[src/rtl/dsh_pkg.sv]
package dsh_pkg;

    // Status word bit positions.
    localparam int B_BUSERR  = 0;
    localparam int B_START   = 1;
    localparam int B_END     = 2;
    localparam int B_STOP    = 3;
    localparam int B_RAS     = 4;
    localparam int B_REQ     = 8;
    localparam int B_EOR     = 9;
    localparam int B_CMP     = 10;
    localparam int B_MASKRUN = 22;
    localparam int B_RASEN   = 23;
    localparam int B_CMPCLR  = 24;
    localparam int B_CMPSET  = 25;
    localparam int B_EOREN   = 28;
    localparam int B_STOPEN  = 29;
    localparam int B_NODESC  = 30;
    localparam int B_RUN     = 31;

    localparam logic [31:0] HOLD_MASK  = 32'h0000_071F;
    localparam logic [31:0] ACK_MASK   = 32'h0000_0207;
    localparam logic [31:0] LOAD_MASK  = 32'hFC80_0000;
    localparam logic [31:0] PIO_MASK   = 32'h8000_0001;
    localparam logic [31:0] CHAN_RESET = 32'h0000_0008;

    localparam int OFS_ALIGN   = 'hA0;
    localparam int OFS_PIO     = 'hA4;
    localparam int OFS_SUMMARY = 'hF0;

    localparam logic [1:0] SIZE_WORD = 2'd2;

    typedef enum logic [1:0] {
        BUS_IDLE,
        BUS_DONE,
        BUS_FAULT
    } bus_state_t;

    typedef enum logic [2:0] {
        SEL_NONE,
        SEL_STATUS,
        SEL_ALIGN,
        SEL_PIO,
        SEL_SUMMARY
    } reg_sel_t;

    // Effect of a software write on a stored channel word.
    function automatic logic [31:0] apply_write(input logic [31:0] cur,
                                                input logic [31:0] v);
        logic [31:0] r;
        r = cur & HOLD_MASK & ~(v & ACK_MASK);
        r = r | (v & LOAD_MASK);
        if (r[B_STOPEN])
            r[B_STOP] = 1'b0;
        if (v[B_RUN])
            r[B_STOP] = 1'b0;
        if (!v[B_RUN] && !v[B_MASKRUN])
            r[B_STOP] = 1'b1;
        if (v[B_CMPCLR])
            r[B_CMP] = 1'b0;
        if (v[B_CMPSET])
            r[B_CMP] = 1'b1;
        return r;
    endfunction

endpackage

[src/rtl/dsh_decode.sv]
module dsh_decode
    import dsh_pkg::*;
#(
    parameter int NUM_CH = 32,
    parameter int ADDR_W = 12,
    parameter int CH_W   = 5
) (
    input  logic [ADDR_W-1:0] addr,
    input  logic [1:0]        size,
    input  logic              write,
    output reg_sel_t          sel,
    output logic [CH_W-1:0]   ch
);
    localparam logic [ADDR_W-1:0] STAT_END = ADDR_W'(4 * NUM_CH);
    localparam logic [ADDR_W-1:0] A_ALIGN  = ADDR_W'(OFS_ALIGN);
    localparam logic [ADDR_W-1:0] A_PIO    = ADDR_W'(OFS_PIO);
    localparam logic [ADDR_W-1:0] A_SUM    = ADDR_W'(OFS_SUMMARY);

    always_comb begin
        sel = SEL_NONE;
        ch  = addr[CH_W+1:2];
        if (size == SIZE_WORD && addr[1:0] == 2'b00) begin
            if (addr < STAT_END)
                sel = SEL_STATUS;
            else if (addr == A_ALIGN)
                sel = SEL_ALIGN;
            else if (addr == A_PIO)
                sel = SEL_PIO;
            else if (addr == A_SUM && !write)
                sel = SEL_SUMMARY;
        end
    end
endmodule

[src/rtl/dsh_chan_reg.sv]
module dsh_chan_reg
    import dsh_pkg::*;
(
    input  logic        clk,
    input  logic        rst_n,
    input  logic        wr_en,
    input  logic [31:0] wdata,
    input  logic        req_lvl,
    input  logic        ev_buserr,
    input  logic        ev_start,
    input  logic        ev_end,
    input  logic        ev_eor,
    input  logic        ev_stop,
    output logic [31:0] word,
    output logic        cmd_run,
    output logic        cmd_fetch
);
    logic        req_prev;
    logic [31:0] word_nxt;

    // Software write first, engine events layered on top.
    always_comb begin
        word_nxt = wr_en ? apply_write(word, wdata) : word;
        if (ev_buserr)
            word_nxt[B_BUSERR] = 1'b1;
        if (ev_start)
            word_nxt[B_START] = 1'b1;
        if (ev_end)
            word_nxt[B_END] = 1'b1;
        if (ev_eor)
            word_nxt[B_EOR] = 1'b1;
        if (ev_stop) begin
            word_nxt[B_STOP] = 1'b1;
            word_nxt[B_RUN]  = 1'b0;
        end
        if (req_lvl && !req_prev && word[B_STOP])
            word_nxt[B_RAS] = 1'b1;
        if (!req_lvl && req_prev)
            word_nxt[B_RAS] = 1'b0;
    end

    always_ff @(posedge clk or negedge rst_n) begin
        if (!rst_n) begin
            word      <= CHAN_RESET;
            req_prev  <= 1'b0;
            cmd_run   <= 1'b0;
            cmd_fetch <= 1'b0;
        end else begin
            word      <= word_nxt;
            req_prev  <= req_lvl;
            cmd_run   <= wr_en && wdata[B_RUN];
            cmd_fetch <= wr_en && wdata[B_RUN] && !wdata[B_NODESC];
        end
    end
endmodule

[src/rtl/dsh_irq_merge.sv]
module dsh_irq_merge #(
    parameter int NUM_CH = 32
) (
    input  logic [NUM_CH-1:0] stop_f,
    input  logic [NUM_CH-1:0] stop_en,
    input  logic [NUM_CH-1:0] eor_f,
    input  logic [NUM_CH-1:0] eor_en,
    input  logic [NUM_CH-1:0] ras_f,
    input  logic [NUM_CH-1:0] ras_en,
    input  logic [NUM_CH-1:0] start_f,
    input  logic [NUM_CH-1:0] end_f,
    output logic [31:0]       summary,
    output logic              irq
);
    logic [NUM_CH-1:0] vec_stop;
    logic [NUM_CH-1:0] vec_eor;
    logic [NUM_CH-1:0] vec_ras;
    logic [NUM_CH-1:0] vec_start;
    logic [NUM_CH-1:0] vec_end;

    for (genvar c = 0; c < NUM_CH; c++) begin : g_vec
        assign vec_stop[c]  = stop_f[c] & stop_en[c];
        assign vec_eor[c]   = eor_f[c] & eor_en[c];
        assign vec_ras[c]   = ras_f[c] & ras_en[c];
        assign vec_start[c] = start_f[c];
        assign vec_end[c]   = end_f[c];
    end

    assign summary = 32'(vec_stop | vec_eor | vec_ras | vec_start | vec_end);
    assign irq     = |summary;
endmodule

[src/rtl/dma_status_hub.sv]
module dma_status_hub
    import dsh_pkg::*;
#(
    parameter int NUM_CH = 32,
    parameter int ADDR_W = 12
) (
    input  logic              clk,
    input  logic              rst_n,
    input  logic              req_valid,
    output logic              req_ready,
    input  logic              req_write,
    input  logic [ADDR_W-1:0] req_addr,
    input  logic [1:0]        req_size,
    input  logic [31:0]       req_wdata,
    output logic              rsp_valid,
    output logic              rsp_err,
    output logic [31:0]       rsp_rdata,
    input  logic [NUM_CH-1:0] chan_req,
    input  logic [NUM_CH-1:0] ev_buserr,
    input  logic [NUM_CH-1:0] ev_start,
    input  logic [NUM_CH-1:0] ev_end,
    input  logic [NUM_CH-1:0] ev_eor,
    input  logic [NUM_CH-1:0] ev_stop,
    output logic [NUM_CH-1:0] cmd_run,
    output logic [NUM_CH-1:0] cmd_fetch,
    output logic              irq
);
    localparam int CH_W = (NUM_CH > 1) ? $clog2(NUM_CH) : 1;

    bus_state_t        state_q, state_d;
    reg_sel_t          dec_sel;
    logic [CH_W-1:0]   dec_ch;
    logic              accept;
    logic              wr_go;
    logic [31:0]       rd_val;
    logic [31:0]       align_q;
    logic [31:0]       pio_q;
    logic [31:0]       sum_vec;
    logic [31:0]       chan_word [NUM_CH];
    logic [NUM_CH-1:0] stop_f, stop_en, eor_f, eor_en;
    logic [NUM_CH-1:0] ras_f, ras_en, start_f, end_f;

    dsh_decode #(
        .NUM_CH (NUM_CH),
        .ADDR_W (ADDR_W),
        .CH_W   (CH_W)
    ) u_dec (
        .addr  (req_addr),
        .size  (req_size),
        .write (req_write),
        .sel   (dec_sel),
        .ch    (dec_ch)
    );

    assign accept = req_valid && (state_q == BUS_IDLE);
    assign wr_go  = accept && req_write;

    for (genvar c = 0; c < NUM_CH; c++) begin : g_ch
        dsh_chan_reg u_reg (
            .clk       (clk),
            .rst_n     (rst_n),
            .wr_en     (wr_go && dec_sel == SEL_STATUS && dec_ch == CH_W'(c)),
            .wdata     (req_wdata),
            .req_lvl   (chan_req[c]),
            .ev_buserr (ev_buserr[c]),
            .ev_start  (ev_start[c]),
            .ev_end    (ev_end[c]),
            .ev_eor    (ev_eor[c]),
            .ev_stop   (ev_stop[c]),
            .word      (chan_word[c]),
            .cmd_run   (cmd_run[c]),
            .cmd_fetch (cmd_fetch[c])
        );
        assign stop_f[c]  = chan_word[c][B_STOP];
        assign stop_en[c] = chan_word[c][B_STOPEN];
        assign eor_f[c]   = chan_word[c][B_EOR];
        assign eor_en[c]  = chan_word[c][B_EOREN];
        assign ras_f[c]   = chan_word[c][B_RAS];
        assign ras_en[c]  = chan_word[c][B_RASEN];
        assign start_f[c] = chan_word[c][B_START];
        assign end_f[c]   = chan_word[c][B_END];
    end

    dsh_irq_merge #(
        .NUM_CH (NUM_CH)
    ) u_irq (
        .stop_f  (stop_f),
        .stop_en (stop_en),
        .eor_f   (eor_f),
        .eor_en  (eor_en),
        .ras_f   (ras_f),
        .ras_en  (ras_en),
        .start_f (start_f),
        .end_f   (end_f),
        .summary (sum_vec),
        .irq     (irq)
    );

    // Read multiplexer.
    always_comb begin
        unique case (dec_sel)
            SEL_STATUS:  rd_val = chan_word[dec_ch] | (32'(chan_req[dec_ch]) << B_REQ);
            SEL_ALIGN:   rd_val = align_q;
            SEL_PIO:     rd_val = pio_q;
            SEL_SUMMARY: rd_val = sum_vec;
            default:     rd_val = 32'h0;
        endcase
    end

    // Sequencer: next-state logic.
    always_comb begin
        state_d = state_q;
        unique case (state_q)
            BUS_IDLE:  if (req_valid)
                           state_d = (dec_sel == SEL_NONE) ? BUS_FAULT : BUS_DONE;
            BUS_DONE:  state_d = BUS_IDLE;
            BUS_FAULT: state_d = BUS_IDLE;
            default:   state_d = BUS_IDLE;
        endcase
    end

    // Sequencer: state register.
    always_ff @(posedge clk or negedge rst_n) begin
        if (!rst_n)
            state_q <= BUS_IDLE;
        else
            state_q <= state_d;
    end

    // Sequencer: outputs.
    assign req_ready = (state_q == BUS_IDLE);
    assign rsp_valid = (state_q != BUS_IDLE);
    assign rsp_err   = (state_q == BUS_FAULT);

    always_ff @(posedge clk or negedge rst_n) begin
        if (!rst_n)
            rsp_rdata <= 32'h0;
        else if (accept)
            rsp_rdata <= (req_write || dec_sel == SEL_NONE) ? 32'h0 : rd_val;
    end

    // Shared configuration registers.
    always_ff @(posedge clk or negedge rst_n) begin
        if (!rst_n) begin
            align_q <= 32'h0;
            pio_q   <= 32'h0;
        end else if (wr_go) begin
            if (dec_sel == SEL_ALIGN)
                align_q <= req_wdata;
            if (dec_sel == SEL_PIO)
                pio_q <= req_wdata & PIO_MASK;
        end
    end
endmodule

[config.mk]
export PLATFORM = sky130hd
export DESIGN_NAME = dma_status_hub
export DESIGN_NICKNAME = d
export VERILOG_FILES = /design/src/rtl/dsh_pkg.sv /design/src/rtl/dsh_decode.sv /design/src/rtl/dsh_chan_reg.sv /design/src/rtl/dsh_irq_merge.sv /design/src/rtl/dma_status_hub.sv
export SDC_FILE = /design/constraint.sdc
export NUM_CORES = 1
export LEC_CHECK = 0
export BUFFER_PORTS_ARGS = -buffer_cell sky130_fd_sc_hd__buf_4
export CAP_MARGIN = 20
export CORE_ASPECT_RATIO = 0.75
export CORE_MARGIN = 2
export CORE_UTILIZATION = 63
export DETAILED_ROUTE_END_ITERATION = 7
export GPL_TIMING_DRIVEN = 0
export PLACE_DENSITY = 0.85
export SYNTH_ARGS = -nofsm -noshare
export SYNTH_HDL_FRONTEND = slang
export SYNTH_SLANG_ARGS = --single-unit
[constraint.sdc]
create_clock -name clk -period 6.5 [get_ports clk]
set_input_delay 0.325 -clock clk [delete_from_list [all_inputs] [get_ports clk]]
set_output_delay 0.325 -clock clk [all_outputs]
set_load 0.01 [all_outputs]
==> flow_metrics.env, run 1 <==
export IMPL_count_of_cells_resized_by_post_cts_repair=0
export IMPL_grt_usage_pct=53.5
export IMPL_dpl_hpwl_mm=82.8
export IMPL_synth_edff_count=0
export IMPL_clk_latency_ns=0.64
export IMPL_netlist_area_um2=28600
export IMPL_drv_cap=0
export IMPL_post_synth_num_cell_types=54
export IMPL_fmaxAchievable_mhz=251
export IMPL_hp_class="in2reg"
export IMPL_cts_buffers=57
export IMPL_clock_sinks=612
export IMPL_grt_start_max_net_pins=131
export IMPL_power_density_cell_area_nw_per_um2=230
export IMPL_finalCritPeriodShare_pct=61.3
export IMPL_dp_cells=3197
export IMPL_cts_max_path_buffers=3
export IMPL_design_die_area_um2=47100
export IMPL_grt_setup_unrepaired="no"
export IMPL_mean_area_per_synthesized_cell_um2=12.7
export IMPL_cp_data_arrival_time_ns=3.66
export IMPL_clockRootBuffer="clkbuf_16"
export IMPL_post_synthesis_net_count=2501
export IMPL_number_of_slew_limit_violations_in_the_final_report=0
export IMPL_routed_wire_length_mm=125
export IMPL_first_iter_violations=3907
export IMPL_worst_path_max_fanout=3
export IMPL_ir_worst_vdd_mv=0.261
export IMPL_globalplace_congestion=1.02
export IMPL_outcome="finished clean"
export IMPL_drt_pass1_iterations=6
export IMPL_synth_largest_area_cell="dfrtp_1"
export IMPL_numPortBuffers=334
export IMPL_vias_in_the_first_global_route=25900
export IMPL_critical_path_endpoint_type="output pin"
export IMPL_synth_yosys_warnings=0
export IMPL_grt_antenna_before_repair=14
export IMPL_tritoncts_clock_tree="done"
export IMPL_yosys_area_top_type_share_pct=50.8
export IMPL_drive_gt1_share_pct=33.6
export IMPL_fp_dieH_um=188
export IMPL_clock_slew_seen_by_the_registers_of_the_worst_setup_and_hold_paths_ns=0.07
export IMPL_finalHoldViolCount=0
export IMPL_measured_slew_at_the_worst_slew_check_pin_ns=1.22
export IMPL_postSynthCellCount=2259
export IMPL_synth_yosys_seq_area_share_pct=53.7
export IMPL_finish_utilization_pct=81.3
export IMPL_setup_viol=0
export IMPL_netlist_top_cells_area="dfrtp_1, mux4_2, mux2_2"
export IMPL_worst_slew_margin_rel_pct=18.7
export IMPL_avgRoutedWirePerCell_um=35.4
export IMPL_grt_pass1_wl_mm=179
export IMPL_critical_path_class="reg2out"
export IMPL_drtAntennaViolNets=0
export IMPL_synth_ff_latch_count=612
export IMPL_htreeDepth=2
export IMPL_required_ns=6.17
export IMPL_std_cell_core_area_um2=44800
export IMPL_finalNonFillerCells=3538
export IMPL_layout_filler_cells=2331
export IMPL_worstSetupStartpointType="register"
export IMPL_cts_setup_buffers=0
export IMPL_grt_ovfl_total=0
export IMPL_post_route_drc_count=0
export IMPL_layout_area_overhead_vs_synth_pct=27.3
export IMPL_async_sr_flop_fraction_pct=100
export IMPL_final_net_count=3129
export IMPL_num_vias=25500
export IMPL_die_w_um=250
export IMPL_hold_slack_ns=0.0301
export IMPL_initial_core_util_pct=63.8
export IMPL_viasPerCell=7.21
export IMPL_final_setup_skew_ns=0.0232
export IMPL_top_level_ports=342
export IMPL_leakage_nw=16.0
export IMPL_synth_main_ff_cell="dfrtp_1"
export IMPL_total_power_w=0.00838
export IMPL_num_rows=67
export IMPL_layout_min_cycle_time_ns=3.98
through the flow:
stage	instance area (µm²)	setup TNS, ns	worst slack, ns
global placement	31800	-687.37	-1.29
floorplan	28600	0	4.08
global route	36400	0	2.58
finish	36400	0	2.52
CTS	36300	0	2.74
detailed placement	32200	0	2.75
final cells by class:
| cell class | instances | area, µm² | share of cell area (%) |
|---|---|---|---|
| multi-input cells | 1369 | 11900 | 32.6 |
| repair buffers | 569 | 4990 | 13.7 |
| diodes | 16 | 40.0 | 0.110 |
| flip-flops and latches | 612 | 15400 | 42.2 |
| clock buffers | 92 | 1770 | 4.87 |
| plain buffers | 242 | 1270 | 3.50 |
| well taps | 586 | 733 | 2.01 |
| inverters | 36 | 135 | 0.371 |
| clock inverters | 16 | 245 | 0.674 |
cells in the mapped netlist (4+ instances only):
| cell | count |
|---|---|
| a221oi_1 | 5 |
| a21oi_1 | 24 |
| a21o_1 | 139 |
| a22oi_1 | 57 |
| dfstp_2 | 32 |
| nor3_1 | 20 |
| a211oi_1 | 34 |
| nor4_4 | 9 |
| clkbuf_1 | 91 |
| nor2b_1 | 22 |
| a21boi_0 | 7 |
| nand4_1 | 9 |
| buf_4 | 77 |
| nand2_1 | 262 |
| a211o_1 | 4 |
| nand3_1 | 13 |
| inv_1 | 36 |
| mux4_2 | 115 |
| o21ai_0 | 92 |
| nor3_4 | 24 |
| buf_1 | 24 |
| dfrtp_1 | 580 |
| buf_2 | 48 |
| a221o_1 | 32 |
| o22ai_1 | 12 |
| nand2b_1 | 5 |
| or3_1 | 13 |
| a22o_1 | 42 |
| a2111oi_0 | 13 |
| nor2_1 | 55 |
| nor4_1 | 51 |
| mux2i_1 | 53 |
| mux2_2 | 223 |
worst max-delay path, cell delays in order, from the launching register on:
cell and delay [ns]:
dfrtp_1 0.49, a22o_1 0.25, a2111oi_0 0.78, nand4_1 0.40
or4_1 0.53, or4_1 0.42, buf_4 0.16
sequential cells by signal, indices dropped and copies added (netlist names):
signal and count:
rsp_rdata 32, g_ch.u_reg.cmd_run 32, align_q 32, state_q 2
g_ch.u_reg.word 448, g_ch.u_reg.req_prev 32, pio_q 2, g_ch.u_reg.cmd_fetch 32
power by group:
part / switching [W] / internal, W
Combinational: 0.000487 / 0.000292
Clock: 0.00162 / 0.00210
Sequential: 0.0000367 / 0.00384
Total: 0.00214 / 0.00624
repair_timing:
item,in CTS,in global routing
hold endpoints to repair,332,0
endpoints found under the setup margin,0,0
hold buffers,213,0
metal layers:
layer,GRT usage [%],routed length (µm),share of wire [%]
met2,76.4,52900,42
met4,31.3,9090,7.2
met3,24.7,21000,17
met1,67.4,42400,34
met5,0,38,0.030
layout by cell type, fill, tap and decap left out, types with 34 or more instances in the layout:
cell type / instances
mux2i_1: 53
buf_2: 51
a211oi_1: 34
clkbuf_1: 107
nand2_1: 262
mux2_2: 223
a22o_1: 42
nor4_1: 51
a22oi_1: 57
o21ai_0: 92
mux4_2: 115
a21o_1: 139
dfrtp_1: 580
buf_4: 411
dlygate4sd3_1: 213
clkbuf_16: 59
inv_1: 36
nor2_1: 55
cell families after synthesis:
logic type / after synthesis / synth area share (%)
AOI/OAI and AO/OA: 474 / 12.0
muxes: 393 / 19.8
buffers and inverters: 278 / 4.92
DFF: 612 / 53.7
and+or+nand+nor: 502 / 9.59
final timing paths:
check	start	end	slack, ns	depth (start not counted)
hold reg to reg	g_ch[5].u_reg.req_prev$_DFF_PN0_	g_ch[5].u_reg.word[4]$_DFFE_PN0P_	0.45	1
min in group asynchronous	rst_n	g_ch[25].u_reg.req_prev$_DFF_PN0_	0.25	2
max in group asynchronous	rst_n	g_ch[19].u_reg.word[31]$_DFFE_PN0P_	4.70	4
hold / removal	req_wdata[30]	g_ch[22].u_reg.word[30]$_DFFE_PN0P_	0.03	2
setup / recovery	g_ch[12].u_reg.word[28]$_DFFE_PN0P_	irq	2.52	6
setup reg to reg	state_q[1]$_DFFE_PN0P_	g_ch[6].u_reg.word[9]$_DFFE_PN0P_	3.26	7
No activity file was read; power rests on OpenSTA's default activity.
==> run 2: changes to the inputs <==
Settings changed: CORE_UTILIZATION 63 to 59, PLACE_DENSITY 0.85 to 0.81.
Clock period 6.5 ns to 3.9 ns, I/O delays scaled along.
==> run 2 against run 1 <==
Compared with the run above: hold slack improved by 0.013 ns; clock power increased by 63%; core utilization decreased by 4.5 points; final cell count grew 1.6%; the flow now finishes with violations (negative setup slack); critical path depth stayed put; sequential power is 66% higher; highest routed layer unchanged; largest power group unchanged; flip-flop and latch count unchanged; total power is 65% higher; design area up 0.41%; register-to-register slack worse by 2.8 ns; via count fell by 3.7%.
==> flow_metrics.env, run 2 (synthesis gave the netlist of run 1 again) <==
export IMPL_worstSetupEndpoint="irq"
export IMPL_cts_buffers=58
export IMPL_top_level_ports=342
export IMPL_largest_register="g_ch.u_reg.word"
export IMPL_finalHoldViolCount=0
export IMPL_violations_in_the_final_reports="negative setup slack"
export IMPL_layout_cells_most_common="dfrtp_1"
export IMPL_clock_sinks=612
export IMPL_fin_tns_setup_ns=-0.104
export IMPL_total_power_w=0.0138
export IMPL_count_of_cells_resized_by_post_cts_repair=0
export IMPL_worst_slew_margin_rel_pct=16.0
export IMPL_worst_path_buf_inv=1
export IMPL_regToRegEndpoint="g_ch[22].u_reg.word[2]$_DFFE_PN0P_"
export IMPL_drv_cap=0
export IMPL_cp_slowest_stage_delay_ns=0.93
export IMPL_die_w_um=258
export IMPL_critical_path_top_delay_family="simple AND/OR/NAND/NOR gates"
export IMPL_p_clk_share_pct=43.9
export IMPL_grt_pass1_wl_mm=169
export IMPL_critical_path_startpoint="g_ch[30].u_reg.word[9]$_DFFE_PN0P_"
export IMPL_ff2ff_path_depth=8
export IMPL_fp_dieH_um=195
export IMPL_timing_critical_path_slowest_stage_cell="a2111oi_1"
export IMPL_seq_power_share_pct=46.9
export IMPL_critical_path_cell_chain="a22o_1, a2111oi_1, nand3_1, or4_1, or4_1, buf_4"
export IMPL_leakage_nw=16.0
export IMPL_dp_cells=3250
export IMPL_num_rows=69
export IMPL_outcome="finished with violations"
export IMPL_worstSetupStartpointType="register"
export IMPL_grt_usage_pct=47.1
export IMPL_power_density_cell_area_nw_per_um2=377
export IMPL_fmaxAchievable_mhz=250
export IMPL_finalWorstSetupSlack_ns=-0.104
export IMPL_clock_slew_seen_by_the_registers_of_the_worst_setup_and_hold_paths_ns=0.07
export IMPL_htreeDepth=2
export IMPL_numPortBuffers=334
export IMPL_final_setup_skew_ns=0.0241
export IMPL_worst_r2r_startpoint="state_q[1]$_DFFE_PN0P_"
export IMPL_setup_viol=1
export IMPL_most_common_layout_cells="dfrtp_1, buf_4, nand2_1"
export IMPL_critical_path_class="reg2out"
export IMPL_power_share_combinational_pct=9.2
export IMPL_largest_reg_flops=448
export IMPL_cts_max_path_buffers=3
export IMPL_measured_slew_at_the_worst_slew_check_pin_ns=1.26
export IMPL_first_iter_violations=3668
export IMPL_viasPerCell=6.84
export IMPL_initial_core_util_pct=60.1
export IMPL_swShare_pct=25.5
export IMPL_grt_antenna_before_repair=7
export IMPL_cell_internal_pwr_w=0.0103
export IMPL_grt_setup_unrepaired="no"
export IMPL_layout_min_cycle_time_ns=4.00
export IMPL_drive_gt1_share_pct=33.5
export IMPL_routed_wire_length_mm=118
export IMPL_number_of_slew_limit_violations_in_the_final_report=0
export IMPL_critical_path_most_common_cell="or4_1"
export IMPL_finalCritPeriodShare_pct=103
export IMPL_drtAntennaViolNets=0
export IMPL_p_sw_w=0.00351
export IMPL_final_net_count=3147
export IMPL_clk_latency_ns=0.65
export IMPL_grt_ovfl_total=0
export IMPL_dpl_hpwl_mm=81.4
export IMPL_globalplace_congestion=1.03
export IMPL_worst_path_max_fanout=3
export IMPL_tritoncts_clock_tree="done"
export IMPL_avgRoutedWirePerCell_um=32.8
export IMPL_post_route_drc_count=0
export IMPL_finish_utilization_pct=76.8
export IMPL_clockRootBuffer="clkbuf_16"
export IMPL_grt_start_max_net_pins=129
export IMPL_ir_worst_vdd_mv=0.359
export IMPL_critical_path_endpoint_type="output pin"
export IMPL_design_die_area_um2=50200
export IMPL_std_cell_core_area_um2=47600
export IMPL_hp_class="in2reg"
export IMPL_finalNonFillerCells=3596
export IMPL_crit_cells=6
export IMPL_num_vias=24600
export IMPL_r2r_setup_slack_ns=0.49
export IMPL_cp_data_arrival_time_ns=3.81
export IMPL_drt_pass1_iterations=6
export IMPL_vias_in_the_first_global_route=25000
export IMPL_layout_area_overhead_vs_synth_pct=27.9
export IMPL_required_ns=3.70
## run 2: changes by cell type in the layout (fill, tap and decap cells not counted), moves of 3 or more
cell	before	now
dlygate4sd3_1	213	231
clkinvlp_4	0	6
clkinv_2	6	12
clkbuf_8	17	10
diode_2	16	3
clkbuf_1	107	104
## run 2: through the flow
stage	setup slack (ns)	cell area, µm²	hold WS (ns)
finish	-0.104	36500	0.0428
global route	0.00907	36500	0.0261
CTS	0.0421	36500	0.000261
detailed placement	0.236	32200	0.109
global placement	-3.79	31900	0.326
floorplan	1.60	28600	-0.101
## run 2: power groups by stage
stage | registers (W) | logic [W] | clock network, W
final | 0.00646 | 0.00127 | 0.00606
after global routing | 0.00646 | 0.00131 | 0.00624
after CTS | 0.00646 | 0.00120 | 0.00595
after detailed placement | 0.00657 | 0.00101 | 0
after global placement | 0.00657 | 0.000961 | 0
after floorplan | 0.00655 | 0.000361 | 0
## run 2: final cells by class
cell class	count	area, µm²
plain buffers	242	1270
clock inverters	25	273
well taps	639	800
diodes	3	7.51
fillers	2759	11000
flip-flops and latches	612	15400
multi-input cells	1369	11800
repair buffers	586	5140
clock buffers	84	1710
inverters	36	135
## run 2: how the worst min path moves through the flow
stage,startpoint,end,slack (ns),depth (start not counted)
5_1_grt,req_wdata[9],g_ch[22].u_reg.word[9]$_DFFE_PN0P_,0.03,3
6_report,req_wdata[9],g_ch[22].u_reg.word[9]$_DFFE_PN0P_,0.04,3
3_5_place_dp,rst_n,g_ch[25].u_reg.req_prev$_DFF_PN0_,0.11,1
4_1_cts,req_wdata[9],g_ch[22].u_reg.word[9]$_DFFE_PN0P_,0.0003,3
2_1_floorplan,rst_n,align_q[0]$_DFFE_PN0P_,-0.10,0
3_3_place_gp,chan_req[7],g_ch[7].u_reg.req_prev$_DFF_PN0_,0.33,1
## run 2: worst reg2reg max path, cell delays in order, from the launching register on
cell           delay (ns)
dfrtp_1              0.41
nor3b_2              0.50
nand4_4              0.40
buf_4                0.37
nor3_4               0.41
buf_4                0.32
nand2_1              0.11
a21o_1               0.20
dlygate4sd3_1        0.57
## run 2: per-layer routing
| layer | up-vias | track usage, % | part of all wire, % | wire [µm] |
|---|---|---|---|---|
| li1 | 9562 | - | - | - |
| met1 | 12400 | 62.5 | 35 | 41700 |
| met2 | 2154 | 67.9 | 43 | 51000 |
| met3 | 454 | 19.0 | 16 | 18400 |
| met4 | 4 | 22.8 | 5.6 | 6620 |
| met5 | - | 0 | 0.028 | 33 |
## run 2: what timing repair did
| item | in CTS | in global routing |
|---|---|---|
| hold endpoints to repair | 525 | 0 |
| hold buffers | 231 | 0 |
| setup buffers | 0 | 0 |
